### config.mk
export PLATFORM = sky130hd
export DESIGN_NAME = rom_col_selector
export DESIGN_NICKNAME = d
export VERILOG_FILES = /design/src/rtl/rcs_pkg.sv /design/src/rtl/rcs_ctrl.sv /design/src/rtl/rcs_datapath.sv /design/src/rtl/rom_col_selector.sv
export SDC_FILE = /design/constraint.sdc
export NUM_CORES = 1
export LEC_CHECK = 0
export ABC_AREA = 1
export BUFFER_PORTS_ARGS = -buffer_cell sky130_fd_sc_hd__clkbuf_2
export CORE_MARGIN = 1.5
export CORE_UTILIZATION = 50
export DETAILED_ROUTE_END_ITERATION = 8
export GPL_ROUTABILITY_DRIVEN = 0
export HOLD_SLACK_MARGIN = 0.08
export PLACE_DENSITY = 0.83
export SYNTH_ARGS = -nofsm -noshare
export SYNTH_HDL_FRONTEND = slang
export SYNTH_SLANG_ARGS = --single-unit
### constraint.sdc
create_clock -name clk -period 1.9 [get_ports clk]
set_input_delay 0.285 -clock clk [delete_from_list [all_inputs] [get_ports clk]]
set_output_delay 0.285 -clock clk [all_outputs]
set_load 0.02 [all_outputs]
### src/rtl/rcs_pkg.sv
package rcs_pkg;
  // strobes from the address watcher to the selection datapath
  typedef struct packed {
    logic load;       // seed the diffractor this cycle
    logic step;       // advance the diffractor this cycle
    logic firstBeat;  // word address is zero: gate lane 0
  } rcsCtl_t;
endpackage

### src/rtl/rcs_ctrl.sv
module rcs_ctrl
  import rcs_pkg::*;
#(
  parameter int ADDR_W = 4
) (
  input  logic              clk,
  input  logic              rstN,
  input  logic              runStart,
  input  logic [ADDR_W-1:0] wordAddr,
  output rcsCtl_t           ctl
);
  logic [ADDR_W-1:0] prevAddr;

  always_ff @(posedge clk or negedge rstN) begin
    if (!rstN) prevAddr <= '0;
    else       prevAddr <= wordAddr;
  end

  always_comb begin
    ctl.load      = runStart;
    ctl.step      = !runStart && (wordAddr != prevAddr);
    ctl.firstBeat = (wordAddr == '0);
  end

  // a load and a step never coincide
  p_load_excl_step_r5: assert property (@(posedge clk) disable iff (!rstN)
    !(ctl.load && ctl.step));
endmodule

### src/rtl/rcs_datapath.sv
module rcs_datapath
  import rcs_pkg::*;
#(
  parameter int             DIFF_W    = 3,
  parameter logic [DIFF_W-1:0] TAPS   = 3'b011,
  parameter int             NUM_LANES = 2
) (
  input  logic                    clk,
  input  logic                    rstN,
  input  rcsCtl_t                 ctl,
  input  logic                    trellisMode,
  input  logic                    colDisable,
  input  logic [DIFF_W-1:0]       groupNum,
  input  logic [DIFF_W-1:0]       partitionNum,
  output logic [(1<<DIFF_W)-1:0]  colMask
);
  localparam int WORD_W  = 1 << DIFF_W;
  localparam int PERIOD  = WORD_W - 1;
  localparam int SPACING = PERIOD / NUM_LANES;

  function automatic logic [DIFF_W-1:0] galoisStep(input logic [DIFF_W-1:0] s);
    galoisStep = {s[DIFF_W-2:0], 1'b0} ^ (s[DIFF_W-1] ? TAPS : '0);
  endfunction

  logic [DIFF_W-1:0] diffState;
  logic [DIFF_W-1:0] seedRaw, seedVal, diffEff;
  logic [DIFF_W-1:0] laneVal [NUM_LANES];
  logic [WORD_W-1:0] laneHot [NUM_LANES];

  always_comb begin
    seedRaw = trellisMode ? (groupNum + DIFF_W'(1)) : groupNum;
    seedVal = (seedRaw == '0) ? DIFF_W'(1) : seedRaw;
    if (ctl.load)      diffEff = seedVal;
    else if (ctl.step) diffEff = galoisStep(diffState);
    else               diffEff = diffState;
  end

  always_ff @(posedge clk or negedge rstN) begin
    if (!rstN) diffState <= DIFF_W'(1);
    else       diffState <= diffEff;
  end

  for (genvar j = 0; j < NUM_LANES; j++) begin : g_lane
    localparam int SHIFT = j * SPACING;
    logic [DIFF_W-1:0] shifted;
    always_comb begin
      shifted = diffEff;
      for (int i = 0; i < SHIFT; i++) shifted = galoisStep(shifted);
    end
    if (j == 0) begin : g_gated
      assign laneVal[j] = ctl.firstBeat ? '0 : shifted;
    end else begin : g_plain
      assign laneVal[j] = shifted;
    end
    assign laneHot[j] = WORD_W'(1) << (partitionNum ^ laneVal[j]);
  end

  always_comb begin
    colMask = '0;
    for (int j = 0; j < NUM_LANES; j++) colMask = colMask | laneHot[j];
    if (colDisable) colMask = '1;
  end

  p_disable_ones_r1: assert property (@(posedge clk) disable iff (!rstN)
    colDisable |-> (colMask == '1));
  p_nonzero_state_r4: assert property (@(posedge clk) disable iff (!rstN)
    diffState != '0);
  p_hold_r5: assert property (@(posedge clk) disable iff (!rstN)
    (!ctl.load && !ctl.step) |=> $stable(diffState));
  p_lane0_zero_r7: assert property (@(posedge clk) disable iff (!rstN)
    (ctl.firstBeat && !colDisable) |-> colMask[partitionNum]);
  p_popcount_r8: assert property (@(posedge clk) disable iff (!rstN)
    !colDisable |-> ($countones(colMask) >= 1 && $countones(colMask) <= NUM_LANES));
endmodule

### src/rtl/rom_col_selector.sv
module rom_col_selector
  import rcs_pkg::*;
#(
  parameter int                DIFF_W    = 3,
  parameter logic [DIFF_W-1:0] TAPS      = 3'b011,
  parameter int                NUM_LANES = 2,
  parameter int                ADDR_W    = 4
) (
  input  logic                   clk,
  input  logic                   rstN,
  input  logic                   runStart,
  input  logic                   trellisMode,
  input  logic                   colDisable,
  input  logic [DIFF_W-1:0]      groupNum,
  input  logic [DIFF_W-1:0]      partitionNum,
  input  logic [ADDR_W-1:0]      wordAddr,
  output logic [(1<<DIFF_W)-1:0] colMask
);
  rcsCtl_t ctl;

  rcs_ctrl #(.ADDR_W(ADDR_W)) ctrl_i (
    .clk(clk), .rstN(rstN), .runStart(runStart), .wordAddr(wordAddr), .ctl(ctl)
  );

  rcs_datapath #(.DIFF_W(DIFF_W), .TAPS(TAPS), .NUM_LANES(NUM_LANES)) dp_i (
    .clk(clk), .rstN(rstN), .ctl(ctl), .trellisMode(trellisMode),
    .colDisable(colDisable), .groupNum(groupNum), .partitionNum(partitionNum),
    .colMask(colMask)
  );
endmodule

== Word level (Yosys, flattened, before mapping) ==
Cells that the tools add are included.

* Add/subtract/negate cells: 1
* Multiply operators: 0
* Divide/modulo/power cells: 0
* Magnitude comparators: 0
* Equality and inequality tests: 1
* Shifts and indexed selects: 2
* Mux-type cells: 10
* Bitwise logic cells: 7
* Reductions and logical operators: 4

{| class="wikitable"
|+ Operator list
! kind !! number
|-
| $xor A3 B3 Y3 || 6
|-
| $shl A1 B3 Y8 const A || 2
|-
| $mux W3 || 5
|-
| $mux W2 || 4
|-
| $mux W8 || 1
|-
| $or A8 B8 Y8 || 1
|-
| $logic_not A4 Y1 || 1
|-
| $ne A4 B4 Y1 || 1
|-
| $add A3 B1 Y3 const B || 1
|-
| $logic_not A3 Y1 || 1
|-
| $logic_and A1 B1 Y1 || 1
|-
| $logic_not A1 Y1 || 1
|}

* Bits in registers: 7
* Bits in latches: 0
* Bits in writable memories: 0
* Memory bits (read-only): 0
* Memories: 0

== Depth between registers and ports, before layout ==
Gate-level depths: netlist of run 1.

* Depth after elaboration: 15
* Depth in mapped cells: 15

== By module ==
Synthesis of run 1 repeated with hierarchy kept, for this count alone.

* Cell total of the unflattened synthesis: 177
* Area total of the unflattened synthesis: 1,056.0 µm²

{| class="wikitable"
|+ By module, submodules not included
! module !! times used !! cells an instance !! area an instance (µm²)
|-
| rcs_datapath || 1 || 149 || 858.3
|-
| rcs_ctrl || 1 || 28 || 197.7
|}

== Least setup slack after synthesis of run 1 ==
OpenSTA, ideal clock, no wires.

* Path type: input-to-output
* From: input port groupNum[0]
* To: output port colMask[6]
* Arrival time: 1.587 ns
* Slack: 0.028 ns
* Cell stages on the path: 14
* Buffers on the path: 0
* Path through: ha_1 > inv_1 > nand2_1 > o211ai_1 > nand2_1 > nand2_2 > nand2_2 > inv_2 > nand2_2 > nand2_1 > nand2_1 > nand2_2 > nand3_1 > nand2_1

* Elaborated cells between the ends (all ways): 18

{| class="wikitable"
|+ RTL lines
! item !! RTL line !! RTL
|-
| start, declared || rom_col_selector.sv:14 || <nowiki>input logic [DIFF_W-1:0] groupNum,</nowiki>
|-
| $add A3 B1 Y3 || rcs_datapath.sv:31 || <nowiki>seedRaw = trellisMode ? (groupNum + DIFF_W'(1)) : groupNum;</nowiki>
|-
| $mux W3 * || rcs_datapath.sv:31 ||
|-
| $logic_not A3 Y1 || rcs_datapath.sv:32 || <nowiki>seedVal = (seedRaw == '0) ? DIFF_W'(1) : seedRaw;</nowiki>
|-
| $mux W3 * || rcs_datapath.sv:32 ||
|-
| $mux W3 * || rcs_datapath.sv:33 || <nowiki>if (ctl.load) diffEff = seedVal;</nowiki>
|-
| named net dp_i.diffEff[0] || rcs_datapath.sv:26 || <nowiki>logic [DIFF_W-1:0] seedRaw, seedVal, diffEff;</nowiki>
|-
| $xor A3 B3 Y3 (2 in series) || rcs_datapath.sv:22 || <nowiki>galoisStep = {s[DIFF_W-2:0], 1'b0} ^ (s[DIFF_W-1] ? TAPS : '0);</nowiki>
|-
| $mux W2 || rcs_datapath.sv:22 ||
|-
| $xor A3 B3 Y3 || rcs_datapath.sv:22 ||
|-
| $xor A3 B3 Y3 || rcs_datapath.sv:55 || <nowiki>assign laneHot[j] = WORD_W'(1) << (partitionNum ^ laneVal[j]);</nowiki>
|-
| $shl A1 B3 Y8 || rcs_datapath.sv:55 ||
|-
| $or A8 B8 Y8 * || rcs_datapath.sv:60 || <nowiki>for (int j = 0; j < NUM_LANES; j++) colMask = colMask | laneHot[j];</nowiki>
|-
| $mux W8 * || rcs_datapath.sv:61 || <nowiki>if (colDisable) colMask = '1;</nowiki>
|-
| end, declared || rom_col_selector.sv:17 || <nowiki>output logic [(1<<DIFF_W)-1:0] colMask</nowiki>
|}

The timed path passes the listed nets; every way through them passes the cells marked *.

== Worst setup path after layout of run 1 ==
* From: register ctrl_i.prevAddr[0]
* To: output port colMask[6]

* Elaborated cells between the ends (all ways): 17

{| class="wikitable"
|+ RTL lines
! item !! RTL line !! RTL
|-
| start, declared || rcs_ctrl.sv:12 || <nowiki>logic [ADDR_W-1:0] prevAddr;</nowiki>
|-
| start signal, assigned || rcs_ctrl.sv:16 || <nowiki>else prevAddr <= wordAddr;</nowiki>
|-
| $ne A4 B4 Y1 * || rcs_ctrl.sv:21 || <nowiki>ctl.step = !runStart && (wordAddr != prevAddr);</nowiki>
|-
| $logic_and A1 B1 Y1 * || rcs_ctrl.sv:21 ||
|-
| $mux W3 * || rcs_datapath.sv:34 || <nowiki>else if (ctl.step) diffEff = galoisStep(diffState);</nowiki>
|-
| $mux W3 * || rcs_datapath.sv:33 ||
|-
| named net dp_i.diffEff[0] || rcs_datapath.sv:26 ||
|-
| $xor A3 B3 Y3 (2 in series) || rcs_datapath.sv:22 ||
|-
| $mux W2 || rcs_datapath.sv:22 ||
|-
| $xor A3 B3 Y3 || rcs_datapath.sv:22 ||
|-
| $xor A3 B3 Y3 || rcs_datapath.sv:55 ||
|-
| $shl A1 B3 Y8 || rcs_datapath.sv:55 ||
|-
| $or A8 B8 Y8 * || rcs_datapath.sv:60 ||
|-
| $mux W8 * || rcs_datapath.sv:61 ||
|}

Marked as above.

==> report_table.html, run 1 <==
<table>
<tr><th>Metric</th><th>Value</th></tr>
<tr><th colspan="2">Yosys</th></tr>
<tr><td>Sequential-to-total area share from yosys stat</td><td>20.7%</td></tr>
<tr><td>Cell taking the most area after synthesis</td><td>sky130_fd_sc_hd__nand2_1</td></tr>
<tr><td>Count of mapped cells out of synthesis</td><td>143</td></tr>
<tr><td>Top cell types by occurrence after synthesis</td><td>47 x sky130_fd_sc_hd__nand2_1, 22 x sky130_fd_sc_hd__nand3_1, 19 x sky130_fd_sc_hd__inv_1</td></tr>
<tr><td>Proportion of netlist area held by the largest area contributor</td><td>20.7%</td></tr>
<tr><td>Net count after synthesis</td><td>159</td></tr>
<tr><td>Number of enable-type register cells in the synthesized netlist</td><td>0</td></tr>
<tr><td>Fraction of registers with async set or reset after synthesis</td><td>100%</td></tr>
<tr><td>Top-count cell post-synth</td><td>sky130_fd_sc_hd__nand2_1</td></tr>
<tr><td>Number of distinct library cell variants in the gate-level netlist after synthesis</td><td>16</td></tr>
<tr><td>Flops &amp; latches, synth</td><td>7</td></tr>
<tr><td>Top flip-flop cell by instance count after synthesis</td><td>sky130_fd_sc_hd__dfrtp_1</td></tr>
<tr><td>Netlist area before placement</td><td>852 sq um</td></tr>
<tr><td>Synth warnings</td><td>0</td></tr>
<tr><td>Mean post-synth cell area</td><td>5.96 sq um</td></tr>
<tr><td>Synth area leaders</td><td>sky130_fd_sc_hd__nand2_1 21%, sky130_fd_sc_hd__dfrtp_1 18%, sky130_fd_sc_hd__nand3_1 13%, sky130_fd_sc_hd__nand2_2 12%, sky130_fd_sc_hd__inv_1 8.4%</td></tr>
<tr><th colspan="2">Power</th></tr>
<tr><td>Static leakage</td><td>0.714 nW</td></tr>
<tr><td>Part of the power in the clock network</td><td>15.0%</td></tr>
<tr><td>Net switching share of the total power</td><td>48.0%</td></tr>
<tr><td>Post-route total power</td><td>0.925 mW</td></tr>
<tr><td>Switching power</td><td>0.444 mW</td></tr>
<tr><td>Power density of the placed cells</td><td>711 nW/um^2</td></tr>
<tr><td>Power Internal</td><td>0.481 mW</td></tr>
<tr><td>IR drop worst, VDD</td><td>0.612 mV</td></tr>
<tr><td>Register share of total power</td><td>19.3%</td></tr>
<tr><td>Comb pwr share</td><td>65.7%</td></tr>
<tr><th colspan="2">Drt</th></tr>
<tr><td>Final routed DRC violation total</td><td>0</td></tr>
<tr><td>Pre-Repair DR Iteration Count</td><td>7</td></tr>
<tr><td>Routed met2 length</td><td>1560 um</td></tr>
<tr><td>Met1 Wirelength</td><td>1030 um</td></tr>
<tr><td>Routed met3 length</td><td>178 um</td></tr>
<tr><td>Wirelength, routed</td><td>2810 um</td></tr>
<tr><td>Top Metal Used</td><td>met4</td></tr>
<tr><td>Detail Route Antenna Nets</td><td>0</td></tr>
<tr><td>Drt initial violations</td><td>39</td></tr>
<tr><td>Detailed-route vias per instance</td><td>5.50</td></tr>
<tr><td>Total number of vias</td><td>1,095</td></tr>
<tr><td>Post-detailed-route wirelength per cell</td><td>14.1 um</td></tr>
<tr><th colspan="2">Clock network</th></tr>
<tr><td>Clk Latency, worst-skew pair</td><td>0.26 ns</td></tr>
<tr><td>Maximum clock insertion buffer count</td><td>2</td></tr>
<tr><td>Cell at the root of the clock tree</td><td>sky130_fd_sc_hd__clkbuf_4</td></tr>
<tr><td>Clock tree from TritonCTS</td><td>done</td></tr>
<tr><td>Cts bufs inserted</td><td>3</td></tr>
<tr><td>Number of sinks handled by clock tree synthesis</td><td>7</td></tr>
<tr><td>Clock transition at path regs</td><td>0.05 ns</td></tr>
<tr><td>Number of H-tree levels</td><td>1</td></tr>
<tr><th colspan="2">Worst setup path</th></tr>
<tr><td>Worst setup path class</td><td>flop to output pin</td></tr>
<tr><td>Timing endpoint of the critical path</td><td>colMask[6]</td></tr>
<tr><td>Buffering stage count on the worst path with inverters included</td><td>3</td></tr>
<tr><td>List of cells traversed by the critical path</td><td>inv_1 -&gt; nand2_1 -&gt; nand2_2 -&gt; nor2_4 -&gt; nand2_2 -&gt; nand2_2 -&gt; nand3_4 -&gt; nand2_4 -&gt; inv_2 -&gt; nand2_2 -&gt; nand3_1 -&gt; nand2_2 -&gt; nand3_1 -&gt; nand2_1 -&gt; clkbuf_2</td></tr>
<tr><td>Dominant cell type by count on the critical path</td><td>sky130_fd_sc_hd__nand2_2</td></tr>
<tr><td>Worst r2r path cells</td><td>9</td></tr>
<tr><td>Required time reported for the critical path endpoint</td><td>1.62 ns</td></tr>
<tr><td>R2r startpoint</td><td>ctrl_i.prevAddr[0]</td></tr>
<tr><td>Crit path launch</td><td>ctrl_i.prevAddr[0]</td></tr>
<tr><td>CP max FO</td><td>4</td></tr>
<tr><td>Top cell family by delay on the critical path</td><td>simple AND/OR/NAND/NOR gates</td></tr>
<tr><td>Crit-path slowest cell</td><td>sky130_fd_sc_hd__dfrtp_1</td></tr>
<tr><td>Largest stage delay on the critical path</td><td>0.34 ns</td></tr>
<tr><td>Capture point of the worst reg-to-reg path</td><td>dp_i.diffState[2]</td></tr>
<tr><td>Worst Setup Start Kind</td><td>flop</td></tr>
<tr><td>Arr. time, crit path</td><td>2.11 ns</td></tr>
<tr><td>Reg-to-reg slack, setup</td><td>0.47 ns</td></tr>
<tr><td>CP endpoint kind</td><td>output pin</td></tr>
<tr><td>WP depth</td><td>15</td></tr>
<tr><th colspan="2">Placed design</th></tr>
<tr><td>Number of I/O port buffers</td><td>22</td></tr>
<tr><td>Placed Cells</td><td>191</td></tr>
<tr><td>Placed inst area</td><td>1060 sq um</td></tr>
<tr><td>Worst slack, placed</td><td>-0.212 ns</td></tr>
<tr><td>Half-perimeter wire length after detailed placement</td><td>1680 um</td></tr>
<tr><th colspan="2">Finish</th></tr>
<tr><td>Utilization after layout</td><td>83.4%</td></tr>
<tr><td>Count of inserted antenna diode cells</td><td>0</td></tr>
<tr><td>NumNets Final</td><td>200</td></tr>
<tr><td>Fraction of final layout cells sized beyond drive strength 1</td><td>50.8%</td></tr>
<tr><td>Non-filler cells, final</td><td>199</td></tr>
<tr><td>Area Growth Syn to Fin</td><td>52.6%</td></tr>
<tr><td>Post-route design area</td><td>1300 sq um</td></tr>
<tr><th colspan="2">Timing</th></tr>
<tr><td>Max Freq</td><td>417 MHz</td></tr>
<tr><td>Final-report max-slew violation count</td><td>0</td></tr>
<tr><td>Post-Route Setup TNS</td><td>-3.74 ns</td></tr>
<tr><td>Relative slew margins</td><td>75.2%</td></tr>
<tr><td>Final Hold Fails</td><td>0</td></tr>
<tr><td>Final setup violation count</td><td>8</td></tr>
<tr><td>Share of the cycle needed by the critical path after routing</td><td>126%</td></tr>
<tr><td>Post-route worst setup slack</td><td>-0.497 ns</td></tr>
<tr><td>Final setup skew</td><td>0.000688 ns</td></tr>
<tr><td>Setup repair after global routing missed its margin</td><td>true</td></tr>
<tr><td>Slew at the pin with the worst max-slew slack</td><td>0.370 ns</td></tr>
<tr><td>Tmin final</td><td>2.40 ns</td></tr>
<tr><td>Hold slack final</td><td>0.165 ns</td></tr>
<tr><th colspan="2">GRT</th></tr>
<tr><td>First-pass GRT wire length</td><td>3910 um</td></tr>
<tr><td>Vias in the first global route</td><td>933</td></tr>
<tr><td>Tot GR Track Use</td><td>26.4%</td></tr>
<tr><td>Number of antenna violations at the first check in global routing</td><td>0</td></tr>
<tr><td>Largest net degree at the start of global routing</td><td>8</td></tr>
<tr><td>Total overflow reported by the global router</td><td>0</td></tr>
<tr><th colspan="2">Die</th></tr>
<tr><td>Top-Level Pins</td><td>23</td></tr>
<tr><td>Total core area</td><td>1560 sq um</td></tr>
<tr><td>Die width</td><td>44.3 um</td></tr>
<tr><td>Total Die Area</td><td>1960 sq um</td></tr>
<tr><td>Vertical die dimension</td><td>44.3 um</td></tr>
<tr><td>Initial Util</td><td>54.7%</td></tr>
<tr><td>Standard-cell rows</td><td>14</td></tr>
<tr><th colspan="2">Hold path</th></tr>
<tr><td>Class of the tightest hold or removal check</td><td>primary input to flop</td></tr>
<tr><td>Origin of the worst min-delay path</td><td>wordAddr[2]</td></tr>
<tr><th colspan="2">Status</th></tr>
<tr><td>Violations in the final reports</td><td>negative setup slack</td></tr>
<tr><td>Outcome</td><td>finished with violations</td></tr>
<tr><th colspan="2">Flow run</th></tr>
<tr><td>Max-cap violations</td><td>0</td></tr>
</table>
## registers in the layout, summed over array words and instances (netlist names)
| register | count |
|---|---|
| ctrl_i.prevAddr | 4 |
| dp_i.diffState | 3 |
## power by group through the flow
stage	Sequential (mW)	Combinational (mW)	Clock (mW)
floorplan	0.176	0.312	0
global placement	0.177	0.420	0
detailed placement	0.178	0.438	0
CTS	0.176	0.487	0.136
global route	0.180	0.657	0.147
finish	0.178	0.607	0.139
## logic make-up (layout without fill, tap and decap cells)
logic type / count (synthesis) / in the layout / share of synthesized area [%]
DFF: 7 / 7 / 20.7
AOI/OAI and AO/OA: 5 / 5 / 3.23
xor gates and xnor gates: 3 / 3 / 3.08
buffers and inverters: 24 / 64 / 10.6
adders and majority gates: 1 / 1 / 1.47
and+or+nand+nor: 103 / 103 / 60.9
## worst register-to-register path, cell delays in order (launching register included)
cell                      delay [ns]
sky130_fd_sc_hd__dfrtp_1        0.34
sky130_fd_sc_hd__inv_1          0.04
sky130_fd_sc_hd__nand2_1        0.07
sky130_fd_sc_hd__nand2_2        0.07
sky130_fd_sc_hd__nor2_4         0.16
sky130_fd_sc_hd__nand3_1        0.16
sky130_fd_sc_hd__nand3_4        0.14
sky130_fd_sc_hd__nand2_8        0.09
sky130_fd_sc_hd__buf_4          0.15
sky130_fd_sc_hd__buf_4          0.12
## placed cells by master (no fill, tap or decap)
master,instances
sky130_fd_sc_hd__a21oi_1,2
sky130_fd_sc_hd__a21oi_2,2
sky130_fd_sc_hd__buf_2,1
sky130_fd_sc_hd__buf_4,13
sky130_fd_sc_hd__buf_6,1
sky130_fd_sc_hd__clkbuf_1,1
sky130_fd_sc_hd__clkbuf_2,15
sky130_fd_sc_hd__clkbuf_4,3
sky130_fd_sc_hd__clkbuf_8,5
sky130_fd_sc_hd__dfrtp_1,6
sky130_fd_sc_hd__dfstp_2,1
sky130_fd_sc_hd__dlygate4sd3_1,1
sky130_fd_sc_hd__ha_1,1
sky130_fd_sc_hd__inv_1,18
sky130_fd_sc_hd__inv_2,4
sky130_fd_sc_hd__inv_4,2
sky130_fd_sc_hd__nand2_1,33
sky130_fd_sc_hd__nand2_2,27
sky130_fd_sc_hd__nand2_4,5
sky130_fd_sc_hd__nand2_8,1
sky130_fd_sc_hd__nand3_1,17
sky130_fd_sc_hd__nand3_2,6
sky130_fd_sc_hd__nand3_4,3
sky130_fd_sc_hd__nand4_1,3
sky130_fd_sc_hd__nor2_1,4
sky130_fd_sc_hd__nor2_2,1
sky130_fd_sc_hd__nor2_4,3
sky130_fd_sc_hd__o211ai_1,1
sky130_fd_sc_hd__xnor2_1,3
## what timing repair did
action                     4_1_cts  5_1_grt
gates resized for setup         15       33
hold buffers                     1        0
pin swaps                        3       13
setup endpoints to repair        8        8
hold endpoints to repair         6        0
setup buffers                    1        2
## layout make-up
| cell class | instances | area, sq um |
|---|---|---|
| Clock buffer | 4 | 26.3 |
| Fill cell | 109 | 259 |
| Inverter | 24 | 95.1 |
| Multi-Input combinational cell | 112 | 714 |
| Sequential cell | 7 | 176 |
| Tap cell | 16 | 20.0 |
| Timing Repair Buffer | 36 | 268 |
## worst min path at each step
| stage | cells past startpoint | slack (ns) | end |
|---|---|---|---|
| after global routing | 1 | 0.16 | ctrl_i.prevAddr[2] |
| final | 1 | 0.17 | ctrl_i.prevAddr[2] |
| after floorplan | 0 | -0.01 | ctrl_i.prevAddr[0] |
| after global placement | 1 | 0.12 | ctrl_i.prevAddr[3] |
| after CTS | 1 | 0.17 | ctrl_i.prevAddr[2] |
| after detailed placement | 1 | 0.13 | dp_i.diffState[1] |
## metal layers
metal,track usage (%),vias to the layer above
li1,-,531
met1,31.6,494
met2,48.8,61
met3,4.08,9
met4,6.67,0
met5,0,-
Power figures use the tool's default switching activity.
==> run 2, diff against run 1 <==
--- a/config.mk
+++ b/config.mk
@@ -9,9 +9,11 @@
 export BUFFER_PORTS_ARGS = -buffer_cell sky130_fd_sc_hd__clkbuf_2
 export CORE_MARGIN = 1.5
 export CORE_UTILIZATION = 50
+export CTS_CLUSTER_SIZE = 8
 export DETAILED_ROUTE_END_ITERATION = 8
 export GPL_ROUTABILITY_DRIVEN = 0
 export HOLD_SLACK_MARGIN = 0.08
+export MAX_ROUTING_LAYER = met4
 export PLACE_DENSITY = 0.83
 export SYNTH_ARGS = -nofsm -noshare
 export SYNTH_HDL_FRONTEND = slang
==> run 2 against run 1 <==
The run ends with design-rule violations, negative setup slack left. Maximum frequency shrank 0.43%. Routed wire length grew 1.4%. Die area stayed put. Via count is 0.64% higher. Critical path depth did not move. Cell area did not move. Hold slack lost 0.0018 ns.
==> report_table.html, run 2 (synthesis results as in run 1) <==
<table>
<tr><th>Metric</th><th>Value</th></tr>
<tr><th colspan="2">Clock network</th></tr>
<tr><td>Clk Latency, worst-skew pair</td><td>0.26 ns</td></tr>
<tr><td>Cell at the root of the clock tree</td><td>sky130_fd_sc_hd__clkbuf_4</td></tr>
<tr><td>Number of H-tree levels</td><td>1</td></tr>
<tr><td>Clock transition at path regs</td><td>0.05 ns</td></tr>
<tr><td>Maximum clock insertion buffer count</td><td>2</td></tr>
<tr><td>Number of sinks handled by clock tree synthesis</td><td>7</td></tr>
<tr><td>Clock tree from TritonCTS</td><td>done</td></tr>
<tr><td>Cts bufs inserted</td><td>3</td></tr>
<tr><th colspan="2">Hold path</th></tr>
<tr><td>Worst hold stages</td><td>1</td></tr>
<tr><td>Endpoint with the worst hold slack</td><td>ctrl_i.prevAddr[2]</td></tr>
<tr><td>Class of the tightest hold or removal check</td><td>primary input to flop</td></tr>
<tr><td>Origin of the worst min-delay path</td><td>wordAddr[2]</td></tr>
<tr><th colspan="2">Power</th></tr>
<tr><td>Static leakage</td><td>0.714 nW</td></tr>
<tr><td>Power density of the placed cells</td><td>712 nW/um^2</td></tr>
<tr><td>IR drop worst, VDD</td><td>0.614 mV</td></tr>
<tr><th colspan="2">Worst setup path</th></tr>
<tr><td>R2r startpoint</td><td>ctrl_i.prevAddr[0]</td></tr>
<tr><td>Arr. time, crit path</td><td>2.12 ns</td></tr>
<tr><td>Capture point of the worst reg-to-reg path</td><td>dp_i.diffState[2]</td></tr>
<tr><td>Worst r2r path cells</td><td>9</td></tr>
<tr><td>Reg-to-reg slack, setup</td><td>0.47 ns</td></tr>
<tr><td>Required time reported for the critical path endpoint</td><td>1.62 ns</td></tr>
<tr><td>Worst Setup Start Kind</td><td>flop</td></tr>
<tr><td>CP max FO</td><td>4</td></tr>
<tr><td>Worst setup path class</td><td>flop to output pin</td></tr>
<tr><td>CP endpoint kind</td><td>output pin</td></tr>
<tr><th colspan="2">Timing</th></tr>
<tr><td>Setup repair after global routing missed its margin</td><td>true</td></tr>
<tr><td>Final-report max-slew violation count</td><td>0</td></tr>
<tr><td>Slew at the pin with the worst max-slew slack</td><td>0.385 ns</td></tr>
<tr><td>Share of the cycle needed by the critical path after routing</td><td>127%</td></tr>
<tr><td>Max Freq</td><td>415 MHz</td></tr>
<tr><td>Final setup skew</td><td>0.00212 ns</td></tr>
<tr><td>Tmin final</td><td>2.41 ns</td></tr>
<tr><td>Final Hold Fails</td><td>0</td></tr>
<tr><td>Final setup violation count</td><td>8</td></tr>
<tr><td>Relative slew margins</td><td>74.3%</td></tr>
<tr><td>Hold slack final</td><td>0.163 ns</td></tr>
<tr><td>Post-route worst setup slack</td><td>-0.507 ns</td></tr>
<tr><th colspan="2">Die</th></tr>
<tr><td>Initial Util</td><td>54.7%</td></tr>
<tr><td>Vertical die dimension</td><td>44.3 um</td></tr>
<tr><td>Top-Level Pins</td><td>23</td></tr>
<tr><td>Total Die Area</td><td>1960 sq um</td></tr>
<tr><td>Die width</td><td>44.3 um</td></tr>
<tr><td>Standard-cell rows</td><td>14</td></tr>
<tr><td>Total core area</td><td>1560 sq um</td></tr>
<tr><th colspan="2">Drt</th></tr>
<tr><td>Wirelength, routed</td><td>2850 um</td></tr>
<tr><td>Drt initial violations</td><td>61</td></tr>
<tr><td>Total number of vias</td><td>1,102</td></tr>
<tr><td>Pre-Repair DR Iteration Count</td><td>6</td></tr>
<tr><td>Detail Route Antenna Nets</td><td>0</td></tr>
<tr><td>Post-detailed-route wirelength per cell</td><td>14.3 um</td></tr>
<tr><td>Detailed-route vias per instance</td><td>5.54</td></tr>
<tr><td>Final routed DRC violation total</td><td>1</td></tr>
<tr><th colspan="2">GRT</th></tr>
<tr><td>Met2 usage in global routing</td><td>48.8%</td></tr>
<tr><td>Largest net degree at the start of global routing</td><td>8</td></tr>
<tr><td>Vias in the first global route</td><td>933</td></tr>
<tr><td>Met3 track utilization from global routing</td><td>3.67%</td></tr>
<tr><td>GR peak layer</td><td>met2</td></tr>
<tr><td>Tot GR Track Use</td><td>27.2%</td></tr>
<tr><td>GR Layer Usage met1</td><td>31.8%</td></tr>
<tr><td>Number of antenna violations at the first check in global routing</td><td>0</td></tr>
<tr><td>First-pass GRT wire length</td><td>3910 um</td></tr>
<tr><td>Total overflow reported by the global router</td><td>0</td></tr>
<tr><th colspan="2">Finish</th></tr>
<tr><td>Largest registers</td><td>ctrl_i.prevAddr x4, dp_i.diffState x3</td></tr>
<tr><td>Area Growth Syn to Fin</td><td>52.6%</td></tr>
<tr><td>NumNets Final</td><td>200</td></tr>
<tr><td>Largest register FFs</td><td>4</td></tr>
<tr><td>Most common cell after layout, fill and taps aside</td><td>sky130_fd_sc_hd__nand2_1</td></tr>
<tr><td>Register with the most flip-flops</td><td>ctrl_i.prevAddr</td></tr>
<tr><td>Fraction of final layout cells sized beyond drive strength 1</td><td>50.8%</td></tr>
<tr><td>Most frequent cells in the layout</td><td>33 x sky130_fd_sc_hd__nand2_1, 27 x sky130_fd_sc_hd__nand2_2, 18 x sky130_fd_sc_hd__inv_1</td></tr>
<tr><td>Count of inserted antenna diode cells</td><td>0</td></tr>
<tr><td>Non-filler cells, final</td><td>199</td></tr>
<tr><th colspan="2">Status</th></tr>
<tr><td>Violations in the final reports</td><td>design-rule violations, negative setup slack</td></tr>
<tr><td>Outcome</td><td>finished with violations</td></tr>
<tr><th colspan="2">Placed design</th></tr>
<tr><td>Half-perimeter wire length after detailed placement</td><td>1680 um</td></tr>
<tr><td>Placed Cells</td><td>191</td></tr>
<tr><td>Number of I/O port buffers</td><td>22</td></tr>
<tr><th colspan="2">Flow run</th></tr>
<tr><td>Max-cap violations</td><td>0</td></tr>
</table>
-- run 2: cell counts in the layout (fill, tap and decap cells not counted) --
Identical to the previous run, type by type.
-- run 2: power by group --
| group | switching [mW] | internal [mW] | total [mW] | leakage (nW) |
|---|---|---|---|---|
| Combinational | 0.376 | 0.234 | 0.609 | 0.618 |
| Clock | 0.0575 | 0.0803 | 0.138 | 0.0150 |
| Sequential | 0.0111 | 0.167 | 0.178 | 0.0809 |
| Total | 0.444 | 0.481 | 0.925 | 0.714 |
-- run 2: critical path: stages (launching register included) --
cell and delay [ns]:
sky130_fd_sc_hd__dfrtp_1 0.34, sky130_fd_sc_hd__inv_1 0.04, sky130_fd_sc_hd__nand2_1 0.07, sky130_fd_sc_hd__nand2_2 0.07
sky130_fd_sc_hd__nor2_4 0.16, sky130_fd_sc_hd__nand3_1 0.17, sky130_fd_sc_hd__nand3_4 0.16, sky130_fd_sc_hd__nand2_4 0.08
sky130_fd_sc_hd__inv_2 0.10, sky130_fd_sc_hd__nand2_2 0.08, sky130_fd_sc_hd__nand2_1 0.09, sky130_fd_sc_hd__nand2_1 0.06
sky130_fd_sc_hd__nand2_2 0.11, sky130_fd_sc_hd__nand3_1 0.09, sky130_fd_sc_hd__nand2_1 0.08, sky130_fd_sc_hd__clkbuf_2 0.16
-- run 2: area by class of cell --
class	instances	area, sq um
multi-input combinational	112	714
fill	109	259
sequential	7	176
clock buffer	4	26.3
tap	16	20.0
inverter	24	95.1
timing repair buffer	36	268
-- run 2: per-layer routing --
metal  part of all wire [%]  vias to the layer above
met2                     55                       58
met4                    2.2                        0
met1                     36                      501
li1                       -                      530
met5                      0                        -
met3                    6.4                       13
-- run 2: worst max-delay path by stage --
stage | from | endpoint | slack, ns | cells after the start
after floorplan | groupNum[0] | colMask[6] | 0.03 | 14
after global placement | groupNum[0] | colMask[6] | -0.13 | 16
after detailed placement | groupNum[0] | colMask[6] | -0.21 | 16
after CTS | ctrl_i.prevAddr[0] | colMask[5] | -0.34 | 15
after global routing | ctrl_i.prevAddr[1] | colMask[4] | -0.67 | 15
final | ctrl_i.prevAddr[0] | colMask[6] | -0.51 | 15
-- run 2: per-stage QoR --
| step | setup TNS, ns | utilization (%) | power [mW] | setup slack, ns | area [sq um] |
|---|---|---|---|---|---|
| 5_1_grt | -4.99 | 83.4 | 0.984 | -0.675 | 1300 |
| 6_report | -3.82 | 83.4 | 0.925 | -0.507 | 1300 |
| 3_3_place_gp | -0.947 | 67.8 | 0.597 | -0.128 | 1060 |
| 4_1_cts | -2.65 | 74.6 | 0.800 | -0.336 | 1160 |
| 2_1_floorplan | 0 | - | 0.488 | 0.0276 | 852 |
| 3_5_place_dp | -1.65 | 67.8 | 0.616 | -0.212 | 1060 |
-- run 2: repair_timing --
item	in CTS	in global routing
hold buffers	1	0
resized for setup	15	33
endpoints found under the setup margin	8	8
buffers inserted	1	2
endpoints found under the hold margin	6	0
pin swaps	3	13
